<file path="src/rtl/pwr_sleep_pkg.sv">
package pwr_sleep_pkg;

  localparam logic [11:0] OFS_EXT_PEND   = 12'h070;
  localparam logic [11:0] OFS_GO         = 12'h120;
  localparam logic [11:0] OFS_BUSY       = 12'h128;
  localparam logic [11:0] OFS_DSTAT_BASE = 12'h200;
  localparam logic [11:0] OFS_DCTL_BASE  = 12'h300;
  localparam logic [11:0] OFS_MSTAT_BASE = 12'h800;
  localparam logic [11:0] OFS_MCTL_BASE  = 12'hA00;

  typedef enum logic [1:0] {
    MS_RST_OFF  = 2'd0,
    MS_SYNC_RST = 2'd1,
    MS_DISABLED = 2'd2,
    MS_ENABLED  = 2'd3
  } mod_state_e;

  typedef enum logic [1:0] {
    DS_IDLE    = 2'd0,
    DS_WAIT_PG = 2'd1,
    DS_RUN     = 2'd2
  } dom_fsm_e;

endpackage

</file>
<file path="src/rtl/pwr_dom_seq.sv">
module pwr_dom_seq
  import pwr_sleep_pkg::*;
#(
  parameter int TRANS_CYCLES = 5,
  parameter bit RESET_ON     = 1'b0
) (
  input  logic clk,
  input  logic rst_n,
  input  logic go_i,
  input  logic pwr_req_i,
  input  logic pwr_ack_i,
  output logic busy_o,
  output logic pend_o,
  output logic on_o,
  output logic done_o
);

  localparam int CW = $clog2(TRANS_CYCLES + 1);

  dom_fsm_e        state_q, state_d;
  logic [CW-1:0]   cnt_q, cnt_d;
  logic            pwrup_q, pwrup_d;
  logic            on_q, on_d;
  logic            done;

  always_comb begin
    state_d = state_q;
    cnt_d   = cnt_q;
    pwrup_d = pwrup_q;
    on_d    = on_q;
    done    = 1'b0;
    case (state_q)
      DS_IDLE: begin
        if (go_i) begin
          if (!on_q && pwr_req_i) begin
            state_d = DS_WAIT_PG;
            pwrup_d = 1'b1;
          end else begin
            state_d = DS_RUN;
            cnt_d   = CW'(TRANS_CYCLES);
            pwrup_d = 1'b0;
          end
        end
      end
      DS_WAIT_PG: begin
        if (pwr_ack_i) begin
          state_d = DS_RUN;
          cnt_d   = CW'(TRANS_CYCLES);
        end
      end
      DS_RUN: begin
        if (cnt_q == CW'(1)) begin
          state_d = DS_IDLE;
          done    = 1'b1;
          pwrup_d = 1'b0;
          if (pwrup_q) on_d = 1'b1;
        end else begin
          cnt_d = cnt_q - CW'(1);
        end
      end
      default: state_d = DS_IDLE;
    endcase
  end

  always_ff @(posedge clk or negedge rst_n) begin
    if (!rst_n) begin
      state_q <= DS_IDLE;
      cnt_q   <= '0;
      pwrup_q <= 1'b0;
      on_q    <= RESET_ON;
    end else begin
      state_q <= state_d;
      cnt_q   <= cnt_d;
      pwrup_q <= pwrup_d;
      on_q    <= on_d;
    end
  end

  assign busy_o = (state_q != DS_IDLE);
  assign pend_o = (state_q == DS_WAIT_PG);
  assign on_o   = on_q;
  assign done_o = done;

  a_r5_pend_means_busy: assert property (@(posedge clk) disable iff (!rst_n)
    pend_o |-> busy_o);

  a_r3_done_ends_busy: assert property (@(posedge clk) disable iff (!rst_n)
    done_o |=> !busy_o);

  a_r10_power_sticky: assert property (@(posedge clk) disable iff (!rst_n)
    on_o |=> on_o);

  a_r3_count_bounded: assert property (@(posedge clk) disable iff (!rst_n)
    cnt_q <= CW'(TRANS_CYCLES));

  a_r5_pend_clears_on_ack: assert property (@(posedge clk) disable iff (!rst_n)
    (pend_o && pwr_ack_i) |=> !pend_o);

endmodule

</file>
<file path="src/rtl/pwr_mod_state.sv">
module pwr_mod_state
  import pwr_sleep_pkg::*;
(
  input  logic       clk,
  input  logic       rst_n,
  input  logic       apply_i,
  input  logic [1:0] next_i,
  output logic [1:0] state_o,
  output logic       clk_en_o,
  output logic       rst_n_o
);

  mod_state_e state_q, state_d;

  always_comb begin
    state_d = state_q;
    if (apply_i) state_d = mod_state_e'(next_i);
  end

  always_ff @(posedge clk or negedge rst_n) begin
    if (!rst_n) state_q <= MS_RST_OFF;
    else        state_q <= state_d;
  end

  assign state_o  = state_q;
  assign clk_en_o = (state_q == MS_SYNC_RST) || (state_q == MS_ENABLED);
  assign rst_n_o  = (state_q == MS_DISABLED) || (state_q == MS_ENABLED);

  a_r2_hold_without_apply: assert property (@(posedge clk) disable iff (!rst_n)
    !apply_i |=> $stable(state_o));

  a_r3_apply_takes_next: assert property (@(posedge clk) disable iff (!rst_n)
    apply_i |=> (state_o == $past(next_i)));

endmodule

</file>
<file path="src/rtl/pwr_bus_decode.sv">
module pwr_bus_decode
  import pwr_sleep_pkg::*;
#(
  parameter int NUM_DOMAINS = 2,
  parameter int NUM_MODULES = 6
) (
  input  logic [11:0]                  addr_i,
  input  logic                         wr_i,
  input  logic [NUM_DOMAINS-1:0]       go_bits_i,
  input  logic [NUM_DOMAINS-1:0]       pend_i,
  input  logic [NUM_DOMAINS-1:0]       busy_i,
  input  logic [NUM_DOMAINS-1:0]       on_i,
  input  logic [NUM_DOMAINS-1:0]       pg_i,
  input  logic [NUM_DOMAINS-1:0]       dreq_i,
  input  logic [NUM_DOMAINS-1:0]       dack_i,
  input  logic [NUM_MODULES-1:0][1:0]  mctl_i,
  input  logic [NUM_MODULES-1:0][1:0]  mstate_i,
  output logic [NUM_DOMAINS-1:0]       go_wr_o,
  output logic [NUM_DOMAINS-1:0]       dctl_we_o,
  output logic [NUM_MODULES-1:0]       mctl_we_o,
  output logic [31:0]                  rdata_o
);

  assign go_wr_o = (wr_i && addr_i == OFS_GO) ? go_bits_i : '0;

  for (genvar d = 0; d < NUM_DOMAINS; d++) begin : g_dom_we
    assign dctl_we_o[d] = wr_i && (addr_i == OFS_DCTL_BASE + 12'(4 * d));
  end

  for (genvar m = 0; m < NUM_MODULES; m++) begin : g_mod_we
    assign mctl_we_o[m] = wr_i && (addr_i == OFS_MCTL_BASE + 12'(4 * m));
  end

  always_comb begin
    rdata_o = '0;
    if (addr_i == OFS_EXT_PEND) rdata_o[NUM_DOMAINS-1:0] = pend_i;
    if (addr_i == OFS_BUSY)     rdata_o[NUM_DOMAINS-1:0] = busy_i;
    for (int d = 0; d < NUM_DOMAINS; d++) begin
      if (addr_i == OFS_DSTAT_BASE + 12'(4 * d))
        rdata_o = {30'b0, pg_i[d], on_i[d]};
      if (addr_i == OFS_DCTL_BASE + 12'(4 * d))
        rdata_o = {23'b0, dack_i[d], 7'b0, dreq_i[d]};
    end
    for (int m = 0; m < NUM_MODULES; m++) begin
      if (addr_i == OFS_MSTAT_BASE + 12'(4 * m))
        rdata_o = {19'b0, mstate_i[m][0], 10'b0, mstate_i[m]};
      if (addr_i == OFS_MCTL_BASE + 12'(4 * m))
        rdata_o = {30'b0, mctl_i[m]};
    end
  end

endmodule

</file>
<file path="src/rtl/pwr_sleep_ctrl.sv">
module pwr_sleep_ctrl
  import pwr_sleep_pkg::*;
#(
  parameter int NUM_DOMAINS  = 2,
  parameter int NUM_MODULES  = 6,
  parameter int TRANS_CYCLES = 5
) (
  input  logic                   clk,
  input  logic                   rst_n,
  input  logic [11:0]            bus_addr,
  input  logic                   bus_wr,
  input  logic [31:0]            bus_wdata,
  output logic [31:0]            bus_rdata,
  input  logic [NUM_DOMAINS-1:0] pwr_good_i,
  output logic [NUM_DOMAINS-1:0] ext_pwr_req_o,
  output logic [NUM_MODULES-1:0] mod_clk_en_o,
  output logic [NUM_MODULES-1:0] mod_rst_n_o
);

  logic [1:0] rst_sync_q;
  logic       rst_n_int;

  always_ff @(posedge clk or negedge rst_n) begin
    if (!rst_n) rst_sync_q <= 2'b00;
    else        rst_sync_q <= {rst_sync_q[0], 1'b1};
  end
  assign rst_n_int = rst_sync_q[1];

  logic [NUM_DOMAINS-1:0]      go_wr, dctl_we, busy, pend, on, done;
  logic [NUM_DOMAINS-1:0]      dreq_q, dack_q;
  logic [NUM_MODULES-1:0]      mctl_we;
  logic [NUM_MODULES-1:0][1:0] mctl_q, mstate;
  logic                        unused_wdata;

  assign unused_wdata = ^{bus_wdata[31:9], bus_wdata[7:2]};

  pwr_bus_decode #(
    .NUM_DOMAINS(NUM_DOMAINS),
    .NUM_MODULES(NUM_MODULES)
  ) u_decode (
    .addr_i    (bus_addr),
    .wr_i      (bus_wr),
    .go_bits_i (bus_wdata[NUM_DOMAINS-1:0]),
    .pend_i    (pend),
    .busy_i    (busy),
    .on_i      (on),
    .pg_i      (pwr_good_i),
    .dreq_i    (dreq_q),
    .dack_i    (dack_q),
    .mctl_i    (mctl_q),
    .mstate_i  (mstate),
    .go_wr_o   (go_wr),
    .dctl_we_o (dctl_we),
    .mctl_we_o (mctl_we),
    .rdata_o   (bus_rdata)
  );

  for (genvar d = 0; d < NUM_DOMAINS; d++) begin : g_dom
    logic req_d, ack_d;

    always_comb begin
      req_d = dreq_q[d];
      ack_d = dack_q[d];
      if (dctl_we[d]) begin
        req_d = bus_wdata[0];
        ack_d = bus_wdata[8];
      end
    end

    always_ff @(posedge clk or negedge rst_n_int) begin
      if (!rst_n_int) begin
        dreq_q[d] <= 1'b0;
        dack_q[d] <= 1'b0;
      end else begin
        dreq_q[d] <= req_d;
        dack_q[d] <= ack_d;
      end
    end

    pwr_dom_seq #(
      .TRANS_CYCLES(TRANS_CYCLES),
      .RESET_ON    (d == 0)
    ) u_seq (
      .clk       (clk),
      .rst_n     (rst_n_int),
      .go_i      (go_wr[d]),
      .pwr_req_i (dreq_q[d]),
      .pwr_ack_i (dack_q[d]),
      .busy_o    (busy[d]),
      .pend_o    (pend[d]),
      .on_o      (on[d]),
      .done_o    (done[d])
    );

    a_r4_busy_starts_on_go: assert property (@(posedge clk) disable iff (!rst_n_int)
      $rose(busy[d]) |-> $past(go_wr[d]));
  end

  for (genvar m = 0; m < NUM_MODULES; m++) begin : g_mod
    localparam int DOM = m % NUM_DOMAINS;
    logic [1:0] ctl_d;

    always_comb begin
      ctl_d = mctl_q[m];
      if (mctl_we[m]) ctl_d = bus_wdata[1:0];
    end

    always_ff @(posedge clk or negedge rst_n_int) begin
      if (!rst_n_int) mctl_q[m] <= 2'b00;
      else            mctl_q[m] <= ctl_d;
    end

    pwr_mod_state u_state (
      .clk      (clk),
      .rst_n    (rst_n_int),
      .apply_i  (done[DOM]),
      .next_i   (mctl_q[m]),
      .state_o  (mstate[m]),
      .clk_en_o (mod_clk_en_o[m]),
      .rst_n_o  (mod_rst_n_o[m])
    );
  end

  assign ext_pwr_req_o = pend;

endmodule

</file>
<file path="config.mk">
export PLATFORM = sky130hd
export DESIGN_NAME = pwr_sleep_ctrl
export DESIGN_NICKNAME = d
export VERILOG_FILES = /design/src/rtl/pwr_sleep_pkg.sv /design/src/rtl/pwr_dom_seq.sv /design/src/rtl/pwr_mod_state.sv /design/src/rtl/pwr_bus_decode.sv /design/src/rtl/pwr_sleep_ctrl.sv
export SDC_FILE = /design/constraint.sdc
export NUM_CORES = 1
export LEC_CHECK = 0
export ABC_AREA = 1
export BUFFER_PORTS_ARGS = -buffer_cell sky130_fd_sc_hd__buf_2
export CORE_MARGIN = 2
export CORE_UTILIZATION = 35
export CTS_BUF_LIST = sky130_fd_sc_hd__clkbuf_8
export DETAILED_ROUTE_END_ITERATION = 10
export HOLD_SLACK_MARGIN = 0.05
export PLACE_DENSITY = 0.68
export SLEW_MARGIN = 20
export SYNTH_ARGS = -nofsm -noshare
export SYNTH_HDL_FRONTEND = slang
export SYNTH_HIERARCHICAL = 1
export SYNTH_SLANG_ARGS = --single-unit
</file>
<file path="constraint.sdc">
create_clock -name clk -period 2.73 [get_ports clk]
set_input_delay 0.546 -clock clk [delete_from_list [all_inputs] [get_ports clk]]
set_output_delay 0.546 -clock clk [all_outputs]
set_load 0.005 [all_outputs]
</file>
==> results_dict.tcl <==
set metrics [dict create \
    reg2reg_slack_ps 1320 \
    wl_met2_um 3060 \
    clock.fmax_ghz 0.351 \
    area_growth_pct 18.8 \
    cts_tree "done" \
    endpoint_kind "primary output" \
    rows 33 \
    viasPerCell 4.41 \
    crit_chain "buf_6 -> nor2_4 -> nand3_2 -> nor2_4 -> nand3_1 -> nand2_1 -> inv_1 -> nand2_1 -> nand2_1 -> nand2_1 -> nand2_1 -> nand2_1 -> nand2_1 -> nand2_1 -> nand2_1 -> nand2_1 -> nand2_1 -> nand2_1 -> nand2_1 -> nand2_1 -> nand2_1 -> a21oi_2 -> buf_2" \
    vdd_drop_max_mv 0.198 \
    cpMostUsedCell "nand2_1" \
    drv_slew 0 \
    die_x_um 95.2 \
    vias 2663 \
    layout_common_cells "167 x nand2_1, 70 x inv_1, 41 x dfrtp_1, 33 x buf_2, 31 x conb_1" \
    cap_violations 0 \
    die_h_um 95.2 \
    setup_viol_count_final 3 \
    highest_layer "met4" \
    synth_xor_area_frac 0 \
    hold_viol 0 \
    cpPeakStageDelay_ps 230 \
    final.period_utilization 1.04 \
    grt_pass1_vias 2474 \
    cts_buffers 5 \
    ys_ff_latch 41 \
    grt-ovfl-total 0 \
    r2r_end "g_mod[3].u_state/state_o[0]" \
    wl_per_cell_um 10.9 \
    root_buffer "clkbuf_8" \
    path_clk_slew_ps 70 \
    wl_met3_um 430 \
    timing.rr.start "g_dom[1].u_seq/cnt_q[1]" \
    hp-class "reg -> async" \
    synth_mux_area_frac 0 \
    grt_pass1_wl_um 11100 \
    synthFlopType "dfrtp_1" \
    failed_checks "negative setup slack" \
    syn_inst 442 \
    synth_edf_count 0 \
    placed_cells 595 \
    ant_nets 0 \
    yosys_warnings 6 \
    drt_iter0_markers 117 \
    port_buffers 36 \
    synthDistinctLibCells 30 \
    grt_use_total 0.156 \
    fin_area_um2 3460 \
    drive_gt1_frac 0.218 \
    power.density_nw_per_um2 413 \
    cp_max_fo 8 \
    fin_cells 604 \
    crit_arrival_ps 2300 \
    outcome "finished with violations" \
    p_total_w 0.00143 \
    worst-r2r-cell-count 7 \
    final_common_cell "nand2_1" \
    async_flop_share 1.00 \
    power.leakage_nw 1.89 \
    dp_hpwl_um 5140 \
    synth_fa_ha_area_frac 0.0172 \
    synth-simple-area-share 0.377 \
    synth_compound_area_frac 0.0571 \
    clock_path_buffers 2 \
    drt-met1-wl_um 3050 \
    setup_slack_ps -116 \
    core_area_um2 8130 \
    grt_max_degree 40 \
    gp_congestion 0.879 \
    drc 0 \
    clock_skew_ps 7.58 \
    grt_setup_unrepaired "true" \
    die_area_um2 9070 \
    required_ps 2180 \
    dpl_cell_area_um2 3260 \
    cp-start-kind "primary input" \
    diodes 0 \
    grt_antenna_before_repair 0 \
    yosysSeqAreaShare 0.352 \
    synth_top_family_by_area "simple AND/OR/NAND/NOR gates" \
    crit_path_top_delay_cell "nor2_4" \
    netlist_area_um2 2910 \
    clock_sinks 41 \
    timing_worst_setup_path_type "in -> out" \
    layout_min_cycle_time_ps 2850 \
    crit_start "bus_addr[1]" \
    pin_count 95 \
    avgSynthCellArea_um2 6.59 \
    htree_levels 2 \
    worstSkewPairLatency_ps 290 \
    nNetsFinal 552 \
    fillCellCount 855 \
    wl_um 6600 \
    initial_core_util 0.358 \
    setup.worst_path.end "bus_rdata[0]" \
    drtPass1Iterations 4 \
]
==> flip-flops by register name (all words and copies together), names as in the netlist <==
register               cells
dack_q                     2
dreq_q                     2
g_dom.u_seq/cnt_q          6
g_dom.u_seq/on_o           1
g_dom.u_seq/pwrup_q        1
g_dom.u_seq/state_q        3
g_mod.u_state/state_o     12
mctl_q                    12
rst_sync_q                 2
==> cell usage after synthesis, types with 2 or more instances <==
master | instances | area (um2)
a21oi_1 | 4 | 20.0
buf_4 | 30 | 225
clkbuf_1 | 12 | 45.0
conb_1 | 4 | 15.0
dfrtp_1 | 41 | 1030
ha_1 | 4 | 50.1
inv_1 | 71 | 267
inv_2 | 4 | 15.0
nand2_1 | 167 | 627
nand2_2 | 5 | 31.3
nand3_1 | 18 | 90.1
nand3_2 | 4 | 40.0
nand4_1 | 7 | 43.8
nor2_1 | 28 | 105
nor2_2 | 9 | 56.3
nor2_4 | 4 | 45.0
nor4_1 | 2 | 12.5
o211ai_1 | 2 | 15.0
o21a_1 | 8 | 60.1
o21ai_0 | 8 | 40.0
==> worst max-delay path, delay by kind of cell <==
kind                   cells  cell delay, ps
AOI/OAI and AO/OA          1             110
buffers and inverters      3             250
and+or+nand+nor           19            1370
==> cell families after synthesis <==
family,after synthesis
DFF,41
buffers and inverters,118
and+or+nand+nor,249
AOI/OAI and AO/OA,26
other,4
adders and majority gates,4
==> through the flow <==
stage	setup TNS (ps)	worst slack (ps)	util	hold WS, ps
2_1_floorplan	0	343	-	250
3_3_place_gp	-303	-152	0.401	313
3_5_place_dp	-368	-208	0.401	315
4_1_cts	-196	-99.0	0.422	310
5_1_grt	-964	-320	0.425	361
6_report	-237	-116	0.425	288
==> metal layers <==
metal / GRT usage / vias up
li1: - / 1374
met4: 0.0374 / 0
met5: 0 / -
met3: 0.0261 / 6
met1: 0.210 / 1207
met2: 0.263 / 76
==> worst min-delay path by stage <==
stage | startpoint | end | slack, ps | cells past startpoint
after global placement | rst_sync_q[1] | g_mod[3].u_state/state_o[0] | 310 | 1
after floorplan | rst_n | rst_sync_q[0] | 250 | 0
final | rst_sync_q[1] | mctl_q[11] | 290 | 1
after CTS | rst_sync_q[1] | g_mod[1].u_state/state_o[0] | 310 | 1
after detailed placement | rst_sync_q[1] | g_mod[3].u_state/state_o[0] | 320 | 1
after global routing | rst_sync_q[1] | mctl_q[3] | 360 | 1
==> cell type report <==
| class | count | area [um2] | share of cell area |
|---|---|---|---|
| clock inverters | 2 | 35.0 | 0.0101 |
| well taps | 105 | 131 | 0.0380 |
| flip-flops and latches | 41 | 1030 | 0.296 |
| inverters | 75 | 282 | 0.0813 |
| repair buffers | 66 | 427 | 0.123 |
| multi-input cells | 310 | 1490 | 0.431 |
| clock buffers | 5 | 68.8 | 0.0199 |
==> timing repair <==
item	4_1_cts	5_1_grt
pin swaps	2	2
setup endpoints to repair	2	4
buffers inserted	0	1
gates resized for setup	12	6
hold buffers	1	0
gates cloned	0	0
hold endpoints to repair	2	0
==> where the power goes <==
| part | total, W | switching (W) | internal, W |
|---|---|---|---|
| registers | 0.000678 | 0.0000333 | 0.000645 |
| logic | 0.000286 | 0.000184 | 0.000101 |
| clock network | 0.000464 | 0.000198 | 0.000266 |
| total | 0.00143 | 0.000416 | 0.00101 |
Note: power is estimated with default switching activity, not from simulation.
